**src/rtl/fgc_pkg.sv**
```systemverilog
package fgc_pkg;
  typedef logic [3:0] bcd_t;
  localparam bcd_t BCD_MAX = 4'd9;

  function automatic bcd_t bcd_step(input bcd_t d);
    return (d == BCD_MAX) ? 4'd0 : d + 4'd1;
  endfunction
endpackage

```
**src/rtl/fgc_bcd_chain.sv**
```systemverilog
module fgc_bcd_chain
  import fgc_pkg::*;
#(
  parameter int DIGITS     = 4,
  parameter bit PRESET_MAX = 1'b0
) (
  input  logic                clk,
  input  logic                rst,
  input  logic                inc,
  output logic [DIGITS*4-1:0] value,
  output logic [DIGITS-1:0]   low_max,
  output logic                carry_o
);
  localparam bcd_t RST_VAL = PRESET_MAX ? BCD_MAX : 4'd0;

  bcd_t              dig [DIGITS];
  logic [DIGITS-1:0] is_max;

  always_comb begin
    low_max[0] = is_max[0];
    for (int k = 1; k < DIGITS; k++) low_max[k] = low_max[k-1] & is_max[k];
  end

  assign carry_o = inc && low_max[DIGITS-1];

  for (genvar i = 0; i < DIGITS; i++) begin : g_dig
    logic step;
    if (i == 0) begin : g_lsd
      assign step = inc;
    end else begin : g_upper
      assign step = inc && low_max[i-1];
    end
    assign is_max[i]         = (dig[i] == BCD_MAX);
    assign value[i*4 +: 4]   = dig[i];

    always_ff @(posedge clk) begin
      if (rst)       dig[i] <= RST_VAL;
      else if (step) dig[i] <= bcd_step(dig[i]);
    end


    digit_range_chk: assert property (@(posedge clk) disable iff (rst) dig[i] <= BCD_MAX);
  end
endmodule

```
**src/rtl/fgc_edge_sync.sv**
```systemverilog
module fgc_edge_sync (
  input  logic clk,
  input  logic rst,
  input  logic din,
  output logic rise
);
  logic s1, s2, s3;

  always_ff @(posedge clk) begin
    if (rst) begin
      s1 <= 1'b0;
      s2 <= 1'b0;
      s3 <= 1'b0;
    end else begin
      s1 <= din;
      s2 <= s1;
      s3 <= s2;
    end
  end

  assign rise = s2 & ~s3;
endmodule

```
**src/rtl/fgc_gate_ctrl.sv**
```systemverilog
module fgc_gate_ctrl (
  input  logic clk,
  input  logic rst,
  input  logic tick,
  output logic gate_o,
  output logic done_o,
  output logic closed_o
);
  always_ff @(posedge clk) begin
    if (rst) begin
      gate_o   <= 1'b0;
      done_o   <= 1'b0;
      closed_o <= 1'b0;
    end else begin
      done_o <= 1'b0;
      if (tick && !closed_o) begin
        if (!gate_o) begin
          gate_o <= 1'b1;
        end else begin
          gate_o   <= 1'b0;
          closed_o <= 1'b1;
          done_o   <= 1'b1;
        end
      end
    end
  end


  done_fall_chk: assert property (@(posedge clk) disable iff (rst)
    done_o |-> (!gate_o && $past(gate_o)));

  no_reopen_chk: assert property (@(posedge clk) disable iff (rst)
    closed_o |=> !gate_o);
endmodule

```
**src/rtl/freq_gate_ctrl.sv**
```systemverilog
module freq_gate_ctrl
  import fgc_pkg::*;
#(
  parameter int TB_DIGITS  = 4,
  parameter int CNT_DIGITS = 4,
  localparam int SEL_W     = (TB_DIGITS > 1) ? $clog2(TB_DIGITS) : 1
) (
  input  logic                    clk,
  input  logic                    rst,
  input  logic                    sig_in,
  input  logic [SEL_W-1:0]        gate_sel,
  output logic [CNT_DIGITS*4-1:0] count_bcd,
  output logic                    overflow,
  output logic                    gate_active,
  output logic                    meas_done
);
  logic [SEL_W-1:0]        sel_q;
  logic [TB_DIGITS*4-1:0]  tb_digits;
  logic [TB_DIGITS-1:0]    tb_low;
  logic                    tb_carry;
  logic [CNT_DIGITS-1:0]   cnt_low;
  logic                    cnt_carry;
  logic                    closed;
  logic                    tick;
  logic                    rise;
  logic                    cnt_inc;

  always_ff @(posedge clk) begin
    if (rst) begin
      if (int'(gate_sel) >= TB_DIGITS) sel_q <= SEL_W'(TB_DIGITS - 1);
      else                             sel_q <= gate_sel;
    end
  end

  assign tick    = !closed && tb_low[sel_q];
  assign cnt_inc = rise && gate_active;

  fgc_bcd_chain #(.DIGITS(TB_DIGITS), .PRESET_MAX(1'b1)) u_timebase (
    .clk(clk), .rst(rst), .inc(!closed),
    .value(tb_digits), .low_max(tb_low), .carry_o(tb_carry)
  );

  fgc_gate_ctrl u_gate (
    .clk(clk), .rst(rst), .tick(tick),
    .gate_o(gate_active), .done_o(meas_done), .closed_o(closed)
  );

  fgc_edge_sync u_sync (
    .clk(clk), .rst(rst), .din(sig_in), .rise(rise)
  );

  fgc_bcd_chain #(.DIGITS(CNT_DIGITS), .PRESET_MAX(1'b0)) u_count (
    .clk(clk), .rst(rst), .inc(cnt_inc),
    .value(count_bcd), .low_max(cnt_low), .carry_o(cnt_carry)
  );

  always_ff @(posedge clk) begin
    if (rst)            overflow <= 1'b0;
    else if (cnt_carry) overflow <= 1'b1;
  end


  open_after_rst_chk: assert property (@(posedge clk) disable iff (rst)
    $fell(rst) |=> gate_active);

  tb_rollover_chk: assert property (@(posedge clk) disable iff (rst)
    $rose(gate_active) |-> (tb_digits == '0 && $past(tb_carry)));

  sel_hold_chk: assert property (@(posedge clk) disable iff (rst)
    1'b1 |=> $stable(sel_q));

  ovf_sticky_chk: assert property (@(posedge clk) disable iff (rst)
    overflow |=> overflow);

  ovf_set_chk: assert property (@(posedge clk) disable iff (rst)
    (cnt_inc && cnt_low[CNT_DIGITS-1]) |=> (overflow && count_bcd == '0));

  count_hold_chk: assert property (@(posedge clk) disable iff (rst)
    !gate_active |=> $stable(count_bcd));
endmodule

```
**config.mk**
```make
export PLATFORM = sky130hd
export DESIGN_NAME = freq_gate_ctrl
export DESIGN_NICKNAME = d
export VERILOG_FILES = /design/src/rtl/fgc_pkg.sv /design/src/rtl/fgc_bcd_chain.sv /design/src/rtl/fgc_edge_sync.sv /design/src/rtl/fgc_gate_ctrl.sv /design/src/rtl/freq_gate_ctrl.sv
export SDC_FILE = /design/constraint.sdc
export NUM_CORES = 1
export LEC_CHECK = 0
export ABC_AREA = 0
export CORE_MARGIN = 5
export CORE_UTILIZATION = 25
export DETAILED_ROUTE_END_ITERATION = 8
export PLACE_DENSITY = 0.42
export SETUP_SLACK_MARGIN = 0.3
export SLEW_MARGIN = 10
export SYNTH_ARGS = -nofsm -noshare
export SYNTH_HDL_FRONTEND = slang
export SYNTH_SLANG_ARGS = --single-unit
```
**constraint.sdc**
```tcl
create_clock -name clk -period 2.45 [get_ports clk]
set_input_delay 0.49 -clock clk [delete_from_list [all_inputs] [get_ports clk]]
set_output_delay 0.49 -clock clk [all_outputs]
set_load 0.02 [all_outputs]
```
==> results.txt, run 1 <==
----------------------------------------------------
[STA]
  Peak clock frequency supported by timing ... just over 500 MHz
  RSZ-0062 raised after global routing ... false
  Final Hold Vio Count ... 0
  Minimum hold slack ... 0.4415 ns
  Part of the cycle the worst path needs ... 80.87%
  Worst Max-Slew Pin Slew ... around 0.67 ns
  Setup WS post-layout ... between 0.4 and 0.5 ns
  Relative slew slack ... 54.77%
  Clk_skew ... ~0.0061 ns
  Max-slew violation total from the final report ... 0
  Min cycle time layout ... 1.981 ns
  Final setup vio count ... 0
  Setup TNS ... 0 ns

[Worst hold path]
  Hold/Removal Path Class ... flip-flop to flip-flop
  Hold path endpoint ... u_sync.s2
  Hold Path Cell Cnt ... 1
  Critical hold path startpoint ... u_sync.s1

[Worst setup path]
  Max Fanout on Critical Path ... 6
  Crit path kind ... flip-flop to flip-flop
  Data arrival at the endpoint of the critical path ... 1.90 ns
  CP Data Required Time ... 2.37 ns
  Critical R2R Capture ... u_timebase.dig[2][2]
  Setup slack, reg-to-reg ... 0.47 ns
  Worst r2r path cells ... 5
  Crit. End Element ... flip-flop
  Critical R2R Launch ... u_timebase.dig[0][1]
  Kind of launch point of the worst setup path ... flip-flop

[Place]
  Detailed Place HPWL ... 3043 µm
  GP Congestion ... 0.6781
  Post-placement setup slack ... about 0.25 ns
  Number of buffer cells added on primary ports ... 23
  Placed instance count ... between 300 and 400

[Route]
  Number of design rule violations left after detail routing ... 0
  Routed length on met1 ... 1967 µm
  Detailed Route WL ... 3995 µm
  Count of routing violations after the opening detailed-route iteration ... just under 60
  Uppermost layer routed ... met4
  Count of antenna-violating nets left after detailed routing ... 0
  Mean number of vias per cell ... approximately 4.3
  Met3 wire length ... ~86 µm
  Met2 layer wire length in the routed design ... roughly 1900 µm
  Vias after detailed routing ... 1,373
  Routed WL per cell ... 12.48 µm
  Length of the first detailed-routing pass in iterations ... 4

[CTS]
  Total clock sinks ... 41
  Number of post-CTS setup repair buffers ... 0
  Worst-skew pair later-pin latency ... 0.29 ns
  Register clock-pin slew on the reported worst setup and hold paths ... 0.08 ns
  Hold bufs inserted after CTS ... 0
  Total clock buffers created by CTS ... 5
  Number of H-tree branching levels ... 2
  Worst-case clock buffer depth ... 2
  Clock tree from TritonCTS ... yes
  Clock Root Buffer ... sky130_fd_sc_hd__clkbuf_8

[Pwr]
  Standby leakage power ... 0.9094 nW
  Sum of internal, switching and leakage power ... 2.020 mW
  Pwr/cell area ... 789.8 nW/µm²
  Maximum VDD drop ... around 0.00027 V

[Yosys]
  Netlist area before placement ... ~2100 µm²
  Net count of the mapped netlist ... 205
  Post-synthesis async set-or-reset flop share ... 0%
  Main flop type after synthesis ... sky130_fd_sc_hd__edfxtp_1
  Part of the Yosys area used for sequential elements ... between 50% and 60%
  Avg Cell Area, Syn ... around 11 µm²
  Count of flip-flops with a built-in enable after synthesis ... 34
  Flip-flop and latch count after synthesis ... 41
  Cell variety after synth ... 35
  Gate Count Post-Synth ... 184
  Count of yosys warnings during synthesis ... 0

[Global routing]
  Maximum number of pins on one net before global-route repair ... 13
  Number of global-route vias before repair ... 1,405
  GRT Resource Usage Total ... roughly 8.4%
  Global-route wire length before repair ... 6775 µm
  Number of antenna violations at the first check in global routing ... 0
  Congestion Overflow GR ... 0

[Finish]
  Diode insertion count for antenna repair ... 0
  Share of layout cells above drive strength 1 ... around 6.5%
  Fin cells ... 320
  Post-layout net count ... 235
  Layout overhead on the synthesized area ... 22.18%

[Floorplan]
  Die outline height ... ~100 µm
  Starting Density ... 25.60%
  Core Rows ... 33
  Die ar. ... 10,300 µm²
  Core Footprint ... between 8000 and 9000 µm²
  Width of the chip ... 101.5 µm
  Number of top-level design ports ... 24

[Status]
  Result of the run ... complete, no violations

[Flow run]
  Number of violations of the max-capacitance limit ... 0

----------------------------------------------------
[where the power goes]
group	switching [mW]	internal, mW
combinational	0.310	0.267
clock	0.221	0.230
sequential	0.104	0.887
[through the flow]
| stage | util, % | area [µm²] |
|---|---|---|
| CTS | 31.21 | 2551 |
| global placement | 30.10 | 2461 |
| global route | 31.28 | 2557 |
| floorplan | - | 2093 |
| detailed placement | 30.10 | 2461 |
| finish | 31.28 | 2557 |
[worst max-delay path: stages (launching register included)]
cell,delay (ns)
sky130_fd_sc_hd__edfxtp_1,0.41
sky130_fd_sc_hd__inv_1,0.07
sky130_fd_sc_hd__ha_1,0.23
sky130_fd_sc_hd__nand3b_4,0.12
sky130_fd_sc_hd__or2_4,0.28
sky130_fd_sc_hd__o21ai_0,0.50
[placed cells by master (no fill, tap or decap), drive strengths merged, types with 2 or more instances in the layout]
master,n
nand3,4
xor2,4
nand3b,8
a21oi,6
nor2,25
xnor2,10
inv,9
clkdlybuf4s50,23
o31ai,2
edfxtp,34
and3b,3
nor3b,3
nor2b,3
nand2,18
nand2b,4
dfxtp,7
nor4,2
buf,2
clkbuf,8
nor3,4
or2,3
ha,16
o21ai,7
[metal layers]
layer	vias to the layer above	GRT usage [%]
li1	706	-
met4	0	3.067
met1	643	10.57
met3	6	2.342
met2	18	13.63
met5	-	0
[repair_timing]
item / in CTS / in global routing
gates resized for setup: 0 / 1
hold endpoints to repair: 0 / 0
endpoints found under the setup margin: 0 / 2
[layout make-up]
cell class,count,area (µm²)
Clock buffer,8,90.09
Fill cell,859,5618
Inverter,9,33.78
Multi-Input combinational cell,132,895.9
Sequential cell,41,1161
Tap cell,105,131.4
Timing Repair Buffer,25,245.2
[state kept, by name, indices dropped and copies added (netlist names)]
register,count
overflow,1
sel_q,2
u_count.dig,16
u_gate.closed_o,1
u_gate.done_o,1
u_gate.gate_o,1
u_sync.s1,1
u_sync.s2,1
u_sync.s3,1
u_timebase.dig,16
[how the worst max path moves through the flow]
stage / start / to / depth (start not counted)
after floorplan: u_count.dig[0][1] / u_count.dig[3][2] / 6
after global placement: rst / u_count.dig[3][3] / 4
after detailed placement: rst / u_count.dig[3][2] / 4
after CTS: u_timebase.dig[0][1] / u_timebase.dig[2][2] / 5
after global routing: u_timebase.dig[0][1] / u_timebase.dig[2][2] / 5
final: u_timebase.dig[0][1] / u_timebase.dig[2][2] / 5
[synthesized netlist by cell type, types with 2 or more instances]
cell | number | area share, %
sky130_fd_sc_hd__nand3_1 | 4 | 0.96
sky130_fd_sc_hd__dfxtp_1 | 7 | 6.7
sky130_fd_sc_hd__nand3b_1 | 7 | 2.5
sky130_fd_sc_hd__nor4_1 | 2 | 0.60
sky130_fd_sc_hd__o31ai_1 | 2 | 0.72
sky130_fd_sc_hd__nor2b_1 | 3 | 0.90
sky130_fd_sc_hd__xor2_1 | 4 | 1.7
sky130_fd_sc_hd__edfxtp_1 | 34 | 49
sky130_fd_sc_hd__nand2_1 | 18 | 3.2
sky130_fd_sc_hd__a21oi_1 | 6 | 1.4
sky130_fd_sc_hd__nand2b_1 | 4 | 1.2
sky130_fd_sc_hd__or2_2 | 2 | 0.60
sky130_fd_sc_hd__nor2_1 | 25 | 4.5
sky130_fd_sc_hd__inv_1 | 9 | 1.6
sky130_fd_sc_hd__nor3_1 | 4 | 0.96
sky130_fd_sc_hd__and3b_1 | 3 | 1.3
sky130_fd_sc_hd__xnor2_1 | 10 | 4.2
sky130_fd_sc_hd__o21ai_0 | 6 | 1.4
sky130_fd_sc_hd__nor3b_1 | 3 | 1.1
sky130_fd_sc_hd__ha_1 | 16 | 9.6
[kinds of logic (layout without fill, tap and decap cells)]
| family | count (synthesis) | in the layout | synth area share [%] |
|---|---|---|---|
| xor gates and xnor gates | 14 | 14 | 5.857 |
| AOI/OAI and AO/OA | 20 | 20 | 5.858 |
| muxes | 1 | 1 | 0.5379 |
| buffers and inverters | 11 | 42 | 2.032 |
| DFF | 41 | 41 | 55.47 |
| adders and majority gates | 16 | 16 | 9.564 |
| and+or+nand+nor | 81 | 81 | 20.68 |
(Power assumes the default switching activity.)
==> run 2: changes to the inputs <==
--- a/config.mk
+++ b/config.mk
@@ -9,7 +9,7 @@
 export CORE_MARGIN = 5
 export CORE_UTILIZATION = 25
 export DETAILED_ROUTE_END_ITERATION = 8
-export PLACE_DENSITY = 0.42
+export PLACE_DENSITY = 0.43
 export SETUP_SLACK_MARGIN = 0.3
 export SLEW_MARGIN = 10
 export SYNTH_ARGS = -nofsm -noshare
==> constraint.sdc (replaced) <==
create_clock -name clk -period 1.8 [get_ports clk]
set_input_delay 0.36 -clock clk [delete_from_list [all_inputs] [get_ports clk]]
set_output_delay 0.36 -clock clk [all_outputs]
set_load 0.02 [all_outputs]
==> run 2 against run 1 <==
  * Via count grew 15%
  * Global-route usage is 0.68 points higher
  * Clock skew rose by 0.00067 ns
  * Routed wire length up 12%
  * Non-clock buffer count grew 54
  * Fmax increased by 15%
  * Hold slack worse by 0.015 ns
  * Total power increased by 72%
  * Sequential power increased by 33%
==> results.txt, run 2 (synthesis gave the netlist of run 1 again) <==
----------------------------------------------------
[STA]
  Final Hold Vio Count ... 0
  Minimum hold slack ... roughly 0.43 ns
  Max-slew violation total from the final report ... 0
  Final setup vio count ... 0
  Setup WS post-layout ... slightly above 0.08 ns
  Peak clock frequency supported by timing ... 582.3 MHz
  Part of the cycle the worst path needs ... 95.40%
  Relative slew slack ... 77.99%
  Worst Max-Slew Pin Slew ... 0.3298 ns
  RSZ-0062 raised after global routing ... true
  Min cycle time layout ... 1.717 ns
  Clk_skew ... 0.006802 ns

[Route]
  Met2 layer wire length in the routed design ... 2227 µm
  Vias after detailed routing ... approximately 1,600
  Detailed Route WL ... 4494 µm
  Routed length on met1 ... 2061 µm
  Uppermost layer routed ... met4
  Count of antenna-violating nets left after detailed routing ... 0
  Mean number of vias per cell ... 4.219
  Routed WL per cell ... 12.02 µm
  Length of the first detailed-routing pass in iterations ... 4
  Count of routing violations after the opening detailed-route iteration ... 50
  Met3 wire length ... around 170 µm
  Number of design rule violations left after detail routing ... 0

[Pwr]
  Sum of internal, switching and leakage power ... between 3 and 4 mW
  Internal power consumption ... 2.395 mW
  Maximum VDD drop ... 0.0003653 V
  Switching part of the total power ... 30.86%
  Standby leakage power ... 1.297 nW
  Clk network pwr share ... a little over a fifth
  Pwr/cell area ... 1097 nW/µm²
  Fraction of power consumed by sequential logic ... 38.1%
  Combinational share of power ... roughly 41%
  Sw power ... ~1.1 mW

[Finish]
  Most frequent standard cell in the layout excluding fill and tap cells ... sky130_fd_sc_hd__buf_4
  Area of the multi-input gates ... 1076 µm²
  Top flop regs ... u_count.dig x16, u_timebase.dig x16, sel_q x2
  Filler instances ... 818
  Area occupied by registers ... 1161 µm²
  Share of layout cells above drive strength 1 ... 40.52%
  Post-layout net count ... roughly 290
  Most frequent cells in the layout ... sky130_fd_sc_hd__buf_4 (46), sky130_fd_sc_hd__edfxtp_1 (34), sky130_fd_sc_hd__nor2_1 (19)
  Layout overhead on the synthesized area ... 50.93%
  Post-route design area ... roughly 3200 µm²
  Final cell utilization of the core ... 38.64%
  Diode insertion count for antenna repair ... 0

[Place]
  GP Congestion ... 0.7308
  Cell area after placement ... 2711 µm²
  Post-placement setup slack ... -0.1014 ns
  Number of buffer cells added on primary ports ... 23
  Detailed Place HPWL ... 3209 µm

[CTS]
  Total clock sinks ... 41
  Hold bufs inserted after CTS ... 0
  Register clock-pin slew on the reported worst setup and hold paths ... 0.08 ns
  Clock Root Buffer ... sky130_fd_sc_hd__clkbuf_8
  Number of H-tree branching levels ... 2
  Worst-skew pair later-pin latency ... 0.29 ns
  Worst-case clock buffer depth ... 2
  Total clock buffers created by CTS ... 5
  Clock tree from TritonCTS ... yes

[Worst setup path]
  CP Data Required Time ... 1.81 ns
  Critical R2R Launch ... u_count.dig[0][1]
  Worst r2r path cells ... 6
  Cell breakdown of the critical path ... inv_1 -> ha_1 -> nand3b_1 -> buf_4 -> nor4_4 -> or2_4
  Crit path kind ... flip-flop to flip-flop
  Max Fanout on Critical Path ... 4
  Critical R2R Capture ... u_count.dig[3][3]
  Setup slack, reg-to-reg ... 0.08 ns
  Worst path buffer plus inverter count ... 2
  Worst setup path startpoint ... u_count.dig[0][1]
  Data arrival at the endpoint of the critical path ... 1.73 ns
  Worst path slowest cell ... sky130_fd_sc_hd__edfxtp_1
  Largest delay contributor family on the critical path ... simple AND/OR/NAND/NOR gates
  Kind of launch point of the worst setup path ... flip-flop
  Delay of the slowest critical-path stage ... 0.39 ns
  Crit. End Element ... flip-flop

[Floorplan]
  Width of the chip ... 101.5 µm
  Starting Density ... 25.60%
  Die ar. ... 10,300 µm²
  Die outline height ... 101.5 µm
  Number of top-level design ports ... 24
  Core Rows ... 33
  Core Footprint ... about 8200 µm²

[Flow run]
  Number of violations of the max-capacitance limit ... 0

[Global routing]
  Number of antenna violations at the first check in global routing ... 0
  Maximum number of pins on one net before global-route repair ... 13
  GRT Resource Usage Total ... 9.049%
  Number of global-route vias before repair ... 1,616
  Congestion Overflow GR ... 0
  Global-route wire length before repair ... 7403 µm

[Status]
  Result of the run ... complete, no violations

[Worst hold path]
  Critical hold path startpoint ... rst
  Hold path endpoint ... sel_q[0]
  Hold/Removal Path Class ... primary input to flip-flop
  Hold Path Cell Cnt ... 2

----------------------------------------------------
run 2: how the worst max path moves through the flow:
stage                                   end  slack, ns  cells after the start
after floorplan           u_count.dig[2][0]       0.07                      4
after global placement    u_count.dig[3][3]      -0.09                      5
after detailed placement  u_count.dig[3][0]      -0.10                      5
after CTS                 u_count.dig[3][0]       0.07                      6
after global routing      u_count.dig[3][0]     -0.002                      6
final                     u_count.dig[3][3]       0.08                      6
run 2: layer usage:
layer  vias to the layer above  GRT usage, %
met5                         -             0
li1                        816             -
met3                         4         2.824
met2                        24         15.39
met4                         0         2.454
met1                       734         11.08
run 2: timing repair:
action,4_1_cts,5_1_grt
pin swaps,12,9
setup buffers,13,15
setup endpoints to repair,63,71
gates resized for setup,51,39
run 2: final cells by class:
type                            instances  area share [%]
Clock buffer                            6           2.297
Clock inverter                          2           1.069
Inverter                                9           1.069
Multi-Input combinational cell        132           34.06
Sequential cell                        41           36.75
Tap cell                              105           4.158
Timing Repair Buffer                   79           20.59
run 2: through the flow:
step,cells,TNS (ns)
2_1_floorplan,184,0
3_3_place_gp,338,-0.3627
3_5_place_dp,338,-0.4652
4_1_cts,359,0
5_1_grt,374,-0.005490
6_report,374,0
run 2: worst reg2reg max path: stages, from the launching register on:
cell and delay [ns]:
sky130_fd_sc_hd__edfxtp_1 0.39, sky130_fd_sc_hd__inv_1 0.07, sky130_fd_sc_hd__ha_1 0.13, sky130_fd_sc_hd__nand3b_1 0.19
sky130_fd_sc_hd__buf_4 0.21, sky130_fd_sc_hd__nor4_4 0.25, sky130_fd_sc_hd__or2_4 0.19
run 2: power groups by stage:
stage               Sequential, mW  Clock [mW]  Combinational (mW)
CTS                           1.32       0.766                1.32
global route                  1.34       0.804                1.55
finish                        1.32       0.730                1.41
global placement              1.35           0                1.08
detailed placement            1.35           0                1.09
floorplan                     1.37           0               0.675
==> run 3: changes to the inputs <==
--- a/config.mk
+++ b/config.mk
@@ -6,6 +6,7 @@
 export NUM_CORES = 1
 export LEC_CHECK = 0
 export ABC_AREA = 0
+export ABC_CLOCK_PERIOD_IN_PS = 1800
 export CORE_MARGIN = 5
 export CORE_UTILIZATION = 25
 export DETAILED_ROUTE_END_ITERATION = 8
==> results of run 3 <==
Final layout, timing and power as in run 2 (identical DEF).
